$ cat src/rtl/nor_pe_pkg.sv
package nor_pe_pkg;
    localparam int ADDR_W = 24;

    localparam logic [7:0] OP_WEN    = 8'h06;
    localparam logic [7:0] OP_WDI    = 8'h04;
    localparam logic [7:0] OP_RDSR   = 8'h05;
    localparam logic [7:0] OP_PROG   = 8'h02;
    localparam logic [7:0] OP_SERASE = 8'h20;

    typedef enum logic [1:0] {LK_XFER, LK_CSLO, LK_CSHI} lk_kind_e;

    typedef enum logic [2:0] {
        S_IDLE, S_CSL, S_BYTE, S_PRD, S_DATA, S_CSH, S_DONE
    } seq_st_e;

    typedef enum logic [1:0] {FR_WEN, FR_WDI, FR_CMD, FR_POLL} frame_e;
endpackage

$ cat src/rtl/nor_pe_link.sv
module nor_pe_link
    import nor_pe_pkg::*;
(
    input  logic       clk,
    input  logic       rst_n,
    input  logic       go,
    input  lk_kind_e   kind,
    input  logic [7:0] tx,
    output logic       fin,
    output logic [7:0] rx,
    output logic       sh_xfer,
    output logic       sh_cs_lo,
    output logic       sh_cs_hi,
    output logic [7:0] sh_tx,
    input  logic [7:0] sh_rx,
    input  logic       sh_ack
);
    typedef struct packed {
        logic       busy;
        lk_kind_e   kind;
        logic [7:0] tx;
        logic       fin;
        logic [7:0] rx;
    } lk_t;

    lk_t q, d;

    always_comb begin
        d     = q;
        d.fin = 1'b0;
        if (!q.busy && go) begin
            d.busy = 1'b1;
            d.kind = kind;
            d.tx   = tx;
        end
        if (q.busy && sh_ack) begin
            d.busy = 1'b0;
            d.fin  = 1'b1;
            d.rx   = sh_rx;
        end
    end

    always_ff @(posedge clk or negedge rst_n) begin
        if (!rst_n) begin
            q <= '{busy: 1'b0, kind: LK_XFER, tx: 8'h00, fin: 1'b0, rx: 8'h00};
        end else begin
            q <= d;
        end
    end

    assign fin      = q.fin;
    assign rx       = q.rx;
    assign sh_tx    = q.tx;
    assign sh_xfer  = q.busy && (q.kind == LK_XFER);
    assign sh_cs_lo = q.busy && (q.kind == LK_CSLO);
    assign sh_cs_hi = q.busy && (q.kind == LK_CSHI);
endmodule

$ cat src/rtl/nor_pe_ctl.sv
module nor_pe_ctl
    import nor_pe_pkg::*;
#(
    parameter int LEN_W        = 16,
    parameter int PAGE_BYTES   = 256,
    parameter int SECTOR_BYTES = 4096
) (
    input  logic              clk,
    input  logic              rst_n,
    input  logic              start,
    input  logic              op_erase,
    input  logic [ADDR_W-1:0] addr,
    input  logic [LEN_W-1:0]  len,
    output logic              busy,
    output logic              done,
    output logic              err,
    input  logic [7:0]        wr_data,
    input  logic              wr_valid,
    output logic              wr_ready,
    output logic              lk_go,
    output lk_kind_e          lk_kind,
    output logic [7:0]        lk_tx,
    input  logic              lk_fin,
    input  logic [7:0]        lk_rx
);
    localparam int PG_W  = $clog2(PAGE_BYTES);
    localparam int SEC_W = $clog2(SECTOR_BYTES);
    localparam logic [ADDR_W-1:0] SEC_STEP = ADDR_W'(SECTOR_BYTES);
    localparam logic [LEN_W-1:0]  SEC_LEN  = LEN_W'(SECTOR_BYTES);

    typedef struct packed {
        seq_st_e           st;
        frame_e            fr;
        frame_e            pf;
        logic              pend;
        logic              erase;
        logic              err;
        logic [ADDR_W-1:0] addr;
        logic [LEN_W-1:0]  cnt;
        logic [1:0]        idx;
        logic [7:0]        mask;
        logic [7:0]        val;
    } ctl_t;

    ctl_t q, d;
    logic [ADDR_W-1:0] addr_inc;
    logic [LEN_W-1:0]  cnt_dec;

    assign addr_inc = q.addr + 1'b1;
    assign cnt_dec  = q.cnt - 1'b1;

    always_comb begin
        d        = q;
        lk_go    = 1'b0;
        lk_kind  = LK_XFER;
        lk_tx    = 8'h00;
        wr_ready = 1'b0;
        unique case (q.st)
            S_IDLE: begin
                if (start) begin
                    d.addr  = addr;
                    d.cnt   = len;
                    d.erase = op_erase;
                    d.err   = 1'b0;
                    d.fr    = FR_WEN;
                    if (op_erase && (addr[SEC_W-1:0] != '0 ||
                                     len[SEC_W-1:0] != '0 || len == '0)) begin
                        d.err = 1'b1;
                        d.st  = S_DONE;
                    end else begin
                        d.st = S_CSL;
                    end
                end
            end
            S_CSL: begin
                lk_kind = LK_CSLO;
                if (!q.pend) begin
                    lk_go  = 1'b1;
                    d.pend = 1'b1;
                end else if (lk_fin) begin
                    d.pend = 1'b0;
                    d.idx  = 2'd0;
                    d.st   = S_BYTE;
                end
            end
            S_BYTE: begin
                case (q.fr)
                    FR_WEN:  lk_tx = OP_WEN;
                    FR_WDI:  lk_tx = OP_WDI;
                    FR_POLL: lk_tx = OP_RDSR;
                    default: begin
                        case (q.idx)
                            2'd0:    lk_tx = q.erase ? OP_SERASE : OP_PROG;
                            2'd1:    lk_tx = q.addr[23:16];
                            2'd2:    lk_tx = q.addr[15:8];
                            default: lk_tx = q.addr[7:0];
                        endcase
                    end
                endcase
                if (!q.pend) begin
                    lk_go  = 1'b1;
                    d.pend = 1'b1;
                end else if (lk_fin) begin
                    d.pend = 1'b0;
                    if (q.fr != FR_CMD || q.idx == 2'd3) begin
                        if (q.fr == FR_POLL) begin
                            d.st = S_PRD;
                        end else if (q.fr == FR_CMD && !q.erase) begin
                            d.st = S_DATA;
                        end else begin
                            d.st = S_CSH;
                            if (q.fr == FR_CMD) begin
                                d.addr = q.addr + SEC_STEP;
                                d.cnt  = q.cnt - SEC_LEN;
                            end
                        end
                    end else begin
                        d.idx = q.idx + 2'd1;
                    end
                end
            end
            S_PRD: begin
                if (!q.pend) begin
                    lk_go  = 1'b1;
                    d.pend = 1'b1;
                end else if (lk_fin) begin
                    d.pend = 1'b0;
                    if ((lk_rx & q.mask) == q.val) d.st = S_CSH;
                end
            end
            S_DATA: begin
                lk_tx    = wr_data;
                wr_ready = !q.pend;
                if (!q.pend) begin
                    if (wr_valid) begin
                        lk_go  = 1'b1;
                        d.pend = 1'b1;
                    end
                end else if (lk_fin) begin
                    d.pend = 1'b0;
                    d.addr = addr_inc;
                    d.cnt  = cnt_dec;
                    if (cnt_dec == '0 || addr_inc[PG_W-1:0] == '0) d.st = S_CSH;
                end
            end
            S_CSH: begin
                lk_kind = LK_CSHI;
                if (!q.pend) begin
                    lk_go  = 1'b1;
                    d.pend = 1'b1;
                end else if (lk_fin) begin
                    d.pend = 1'b0;
                    d.st   = S_CSL;
                    if (q.fr != FR_POLL) begin
                        d.pf   = q.fr;
                        d.fr   = FR_POLL;
                        d.mask = (q.fr == FR_WEN) ? 8'h03 : 8'h01;
                        d.val  = (q.fr == FR_WEN) ? 8'h02 : 8'h00;
                    end else begin
                        case (q.pf)
                            FR_WEN: d.fr = (!q.erase && q.cnt == '0) ? FR_WDI : FR_CMD;
                            FR_CMD: d.fr = (!q.erase && q.cnt != '0) ? FR_WEN : FR_WDI;
                            default: begin
                                if (q.erase && q.cnt != '0) d.fr = FR_WEN;
                                else                        d.st = S_DONE;
                            end
                        endcase
                    end
                end
            end
            S_DONE:  d.st = S_IDLE;
            default: d.st = S_IDLE;
        endcase
    end

    always_ff @(posedge clk or negedge rst_n) begin
        if (!rst_n) begin
            q <= '{st: S_IDLE, fr: FR_WEN, pf: FR_WEN, pend: 1'b0, erase: 1'b0,
                   err: 1'b0, addr: '0, cnt: '0, idx: 2'd0, mask: 8'h00, val: 8'h00};
        end else begin
            q <= d;
        end
    end

    assign busy = (q.st != S_IDLE);
    assign done = (q.st == S_DONE);
    assign err  = (q.st == S_DONE) && q.err;
endmodule

$ cat src/rtl/nor_pe_seq.sv
module nor_pe_seq
    import nor_pe_pkg::*;
#(
    parameter int LEN_W        = 16,
    parameter int PAGE_BYTES   = 256,
    parameter int SECTOR_BYTES = 4096
) (
    input  logic              clk,
    input  logic              rst_n,
    input  logic              start,
    input  logic              op_erase,
    input  logic [23:0]       addr,
    input  logic [LEN_W-1:0]  len,
    output logic              busy,
    output logic              done,
    output logic              err,
    input  logic [7:0]        wr_data,
    input  logic              wr_valid,
    output logic              wr_ready,
    output logic              sh_xfer,
    output logic              sh_cs_lo,
    output logic              sh_cs_hi,
    output logic [7:0]        sh_tx,
    input  logic [7:0]        sh_rx,
    input  logic              sh_ack
);
    logic       lk_go;
    lk_kind_e   lk_kind;
    logic [7:0] lk_tx;
    logic       lk_fin;
    logic [7:0] lk_rx;

    nor_pe_ctl #(
        .LEN_W(LEN_W), .PAGE_BYTES(PAGE_BYTES), .SECTOR_BYTES(SECTOR_BYTES)
    ) ctl_i (
        .clk(clk), .rst_n(rst_n), .start(start), .op_erase(op_erase),
        .addr(addr), .len(len), .busy(busy), .done(done), .err(err),
        .wr_data(wr_data), .wr_valid(wr_valid), .wr_ready(wr_ready),
        .lk_go(lk_go), .lk_kind(lk_kind), .lk_tx(lk_tx),
        .lk_fin(lk_fin), .lk_rx(lk_rx)
    );

    nor_pe_link link_i (
        .clk(clk), .rst_n(rst_n), .go(lk_go), .kind(lk_kind), .tx(lk_tx),
        .fin(lk_fin), .rx(lk_rx), .sh_xfer(sh_xfer), .sh_cs_lo(sh_cs_lo),
        .sh_cs_hi(sh_cs_hi), .sh_tx(sh_tx), .sh_rx(sh_rx), .sh_ack(sh_ack)
    );
endmodule

$ cat config.mk
export PLATFORM = sky130hd
export DESIGN_NAME = nor_pe_seq
export DESIGN_NICKNAME = d
export VERILOG_FILES = /design/src/rtl/nor_pe_pkg.sv /design/src/rtl/nor_pe_link.sv /design/src/rtl/nor_pe_ctl.sv /design/src/rtl/nor_pe_seq.sv
export SDC_FILE = /design/constraint.sdc
export NUM_CORES = 1
export LEC_CHECK = 0
export ABC_AREA = 1
export BUFFER_PORTS_ARGS = -buffer_cell sky130_fd_sc_hd__buf_4
export CAP_MARGIN = 20
export CORE_UTILIZATION = 55
export CTS_CLUSTER_DIAMETER = 40
export DETAILED_ROUTE_END_ITERATION = 8
export HOLD_SLACK_MARGIN = 0.05
export PLACE_DENSITY = 0.78
export SYNTH_ARGS = -nofsm -noshare
export SYNTH_HDL_FRONTEND = slang
export SYNTH_SLANG_ARGS = --single-unit
$ cat constraint.sdc
create_clock -name clk -period 2.03 [get_ports clk]
set_clock_uncertainty 0.2 [all_clocks]
set_input_delay 0.1015 -clock clk [delete_from_list [all_inputs] [get_ports clk]]
set_output_delay 0.1015 -clock clk [all_outputs]
set_load 0.02 [all_outputs]
==> summary.txt <==
Die
  • Initial Utilization: 56.36%
  • Die Width: 96.30 um
  • Total die area: 9274 um^2
  • Row count: 34
  • CORE AREA: 8678 um^2
  • Die height: 96.30 um
  • I/O pin cnt: 77

GRT
  • Vias in the first global route: 5475
  • Global Route Usage Sum: 36.01%
  • Largest net degree at the start of global routing: 69
  • Grt total ovfl: 0
  • Initial antenna violation count: 0
  • First-pass GRT wire length: 25.32 mm

Placed design
  • IO Port Bufs: 70
  • Detailed placer's ending HPWL: 11.13 mm
  • Post-place instance area: 5832 um^2
  • Dpl ws: -146.5 ps
  • Cells after DPL: 930
  • Global placer's final weighted congestion: 0.9484

CTS
  • Clk buf depth: 2
  • H-tree depth: 3
  • Num CTS Buffers: 9
  • Clk root buf: clkbuf_8
  • Worst-path clk slew: 80 ps
  • Worst-Skew Late Latency: 350 ps
  • Clock sink total: 68
  • CTS tree: yes

Worst setup path
  • Critical Path Source Type: flop
  • R2R cell count: 14
  • Crit path required time: 2070 ps
  • CP max FO: 7
  • Arrival time at the worst endpoint: 2080 ps
  • Critical path class: reg2reg
  • Setup crit end kind: flop

STA
  • Hold_ws: 96.04 ps
  • Finish-stage setup viols: 3
  • Max Slew Vio Count: 0
  • Slew at the pin with the worst max-slew slack: 377.3 ps
  • PnR worst setup slack: -11.10 ps
  • Setup_tns: -23.12 ps
  • Fin crit share: 100.5%
  • Crit path time final: 2041 ps
  • Headroom to the max-slew limit: 74.85%
  • Hold Fails Final Rpt: 0
  • Fmax: 489.9 MHz
  • RSZ-0062 raised after global routing: yes

Final layout
  • Antenna Cells: 0
  • Area Growth Syn to Fin: 39.09%
  • Final std cells w/o fill: 1014
  • Fill cells: 615
  • Layout cell share with drive strength beyond 1: 22.96%
  • Layout net count: 972
  • Final Util: 78.39%
  • Finished Cell Area: 6803 um^2

Yosys
  • Mean Syn Cell Area: 6.746 um^2
  • Async SR Flop Fraction: 100.0%
  • Synth warn: 0
  • Yosys cell types: 43
  • Synth area leaders: dfrtp_1 35%, nand2_1 14%, inv_1 7.1%, o21ai_0 6.5%, nor2_1 6.1%
  • Number of flops mapped to enable cells by yosys: 0
  • Seq/Total Area, Yosys: 34.79%
  • Cells after synthesis: 725
  • Post-Syn Area: 4891 um^2
  • Post-synth top flop: dfrtp_1
  • Flops & latches, synth: 68
  • Yosys top cell by area: dfrtp_1
  • Post-synth top area share: 34.79%
  • Syn_nets: 796

Detailed routing
  • Via count: 5816
  • DRT iter0 DRCs: 493
  • Post-route ant nets: 0
  • Final WL: 16.05 mm
  • Vias/cell: 5.736
  • Drt pass-1 iters: 5
  • # DRC: 0
  • Routed wire per std cell: 15.83 um

Flow run
  • Max-cap violation count: 0

Status
  • Status: complete, but fails checks
  • Failing checks: setup timing

Pwr
  • Pleak: 3.286 nW
  • Design Power: 9.386 mW
  • PD cells: 1380 nW/um^2
  • VDD IR max: 813.1 uV

Min path
  • HP Class: in2async
## registers in the layout, summed over array words and instances (netlist names)
register and count:
link_i.fin 1, link_i.sh_tx 8, link_i.rx 2, ctl_i.q 54
link_i.q 3
## path summary, 6_finish.rpt
| kind | slack (ps) | end | start |
|---|---|---|---|
| worst max-delay path | -10 | ctl_i.q[66] | ctl_i.q[23] |
| worst min-delay path | 100 | ctl_i.q[52] | rst_n |
| worst max register to register | -10 | ctl_i.q[66] | ctl_i.q[23] |
| worst min register to register | 270 | ctl_i.q[8] | ctl_i.q[8] |
| max in group asynchronous | 1210 | ctl_i.q[66] | rst_n |
| min in group clk | 270 | ctl_i.q[8] | ctl_i.q[8] |
## critical path, cell delays in order, from the launching register on
cell,delay (ps)
dfrtp_1,440
nor2_2,170
nand2_2,100
nor2_4,180
nand2_1,80
nand2_1,50
nand2_1,80
inv_1,60
nand2_1,60
nor2_1,100
nand3_1,120
nand2_2,130
nand2_2,60
nand2_1,60
nand2_1,50
## what timing repair did
action,4_1_cts,5_1_grt
endpoints found under the setup margin,11,33
resized for setup,16,26
hold buffers,57,0
buffers inserted,0,11
pin swaps,3,17
endpoints found under the hold margin,126,0
## layer usage
metal / GRT usage (%) / part of all wire, % / wire length [um] / vias to the layer above
li1: - / - / - / 2755
met1: 44.52 / 40 / 6468 / 2672
met2: 59.57 / 47 / 7521 / 317
met3: 6.319 / 8.3 / 1329 / 72
met4: 19.61 / 4.5 / 730 / 0
met5: 0 / 0 / 0 / -
## area by class of cell
class                   count  area, um^2  area share [%]
multi-input cells         531        2750           40.43
well taps                 108       135.1           1.986
clock inverters             7       76.32           1.122
repair buffers            193        1642           24.13
flip-flops and latches     68        1703           25.03
inverters                  98       372.9           5.481
clock buffers               9       123.9           1.821
## synth_stat cells, types with 6 or more instances
master	instances
nand2_1	183
inv_1	93
nor2_1	80
dfrtp_1	68
o21ai_0	64
nand3_1	47
a21oi_1	41
a22oi_1	17
buf_4	12
nand4_1	10
ha_1	9
nor3_1	9
o22ai_1	9
buf_2	8
nand2_2	7
o21ai_1	6
## kinds of logic (layout without fill, tap and decap cells)
| logic type | Yosys count | count (layout) | synth area share [%] |
|---|---|---|---|
| and+or+nand+nor | 351 | 351 | 30.75 |
| adders and majority gates | 9 | 9 | 2.302 |
| buffers and inverters | 126 | 307 | 11.31 |
| AOI/OAI and AO/OA | 167 | 167 | 20.13 |
| DFF | 68 | 68 | 34.79 |
| xor gates and xnor gates | 4 | 4 | 0.7162 |
## power by group
group          switching, mW  internal (mW)  total, mW
Combinational           3.43           2.28       5.71
Sequential             0.580           1.94       2.52
Clock                  0.586          0.573       1.16
Total                   4.60           4.79       9.39
## cells in the final DEF (no fill, tap or decap), drive strengths merged, types with 10 or more instances in the layout
cell type	n
nand2	191
buf	136
inv	98
nor2	88
o21ai	70
dfrtp	68
dlygate4sd3	57
nand3	47
a21oi	42
a22oi	17
nand4	11
nor3	10
Note: power is estimated with default switching activity, not from simulation.
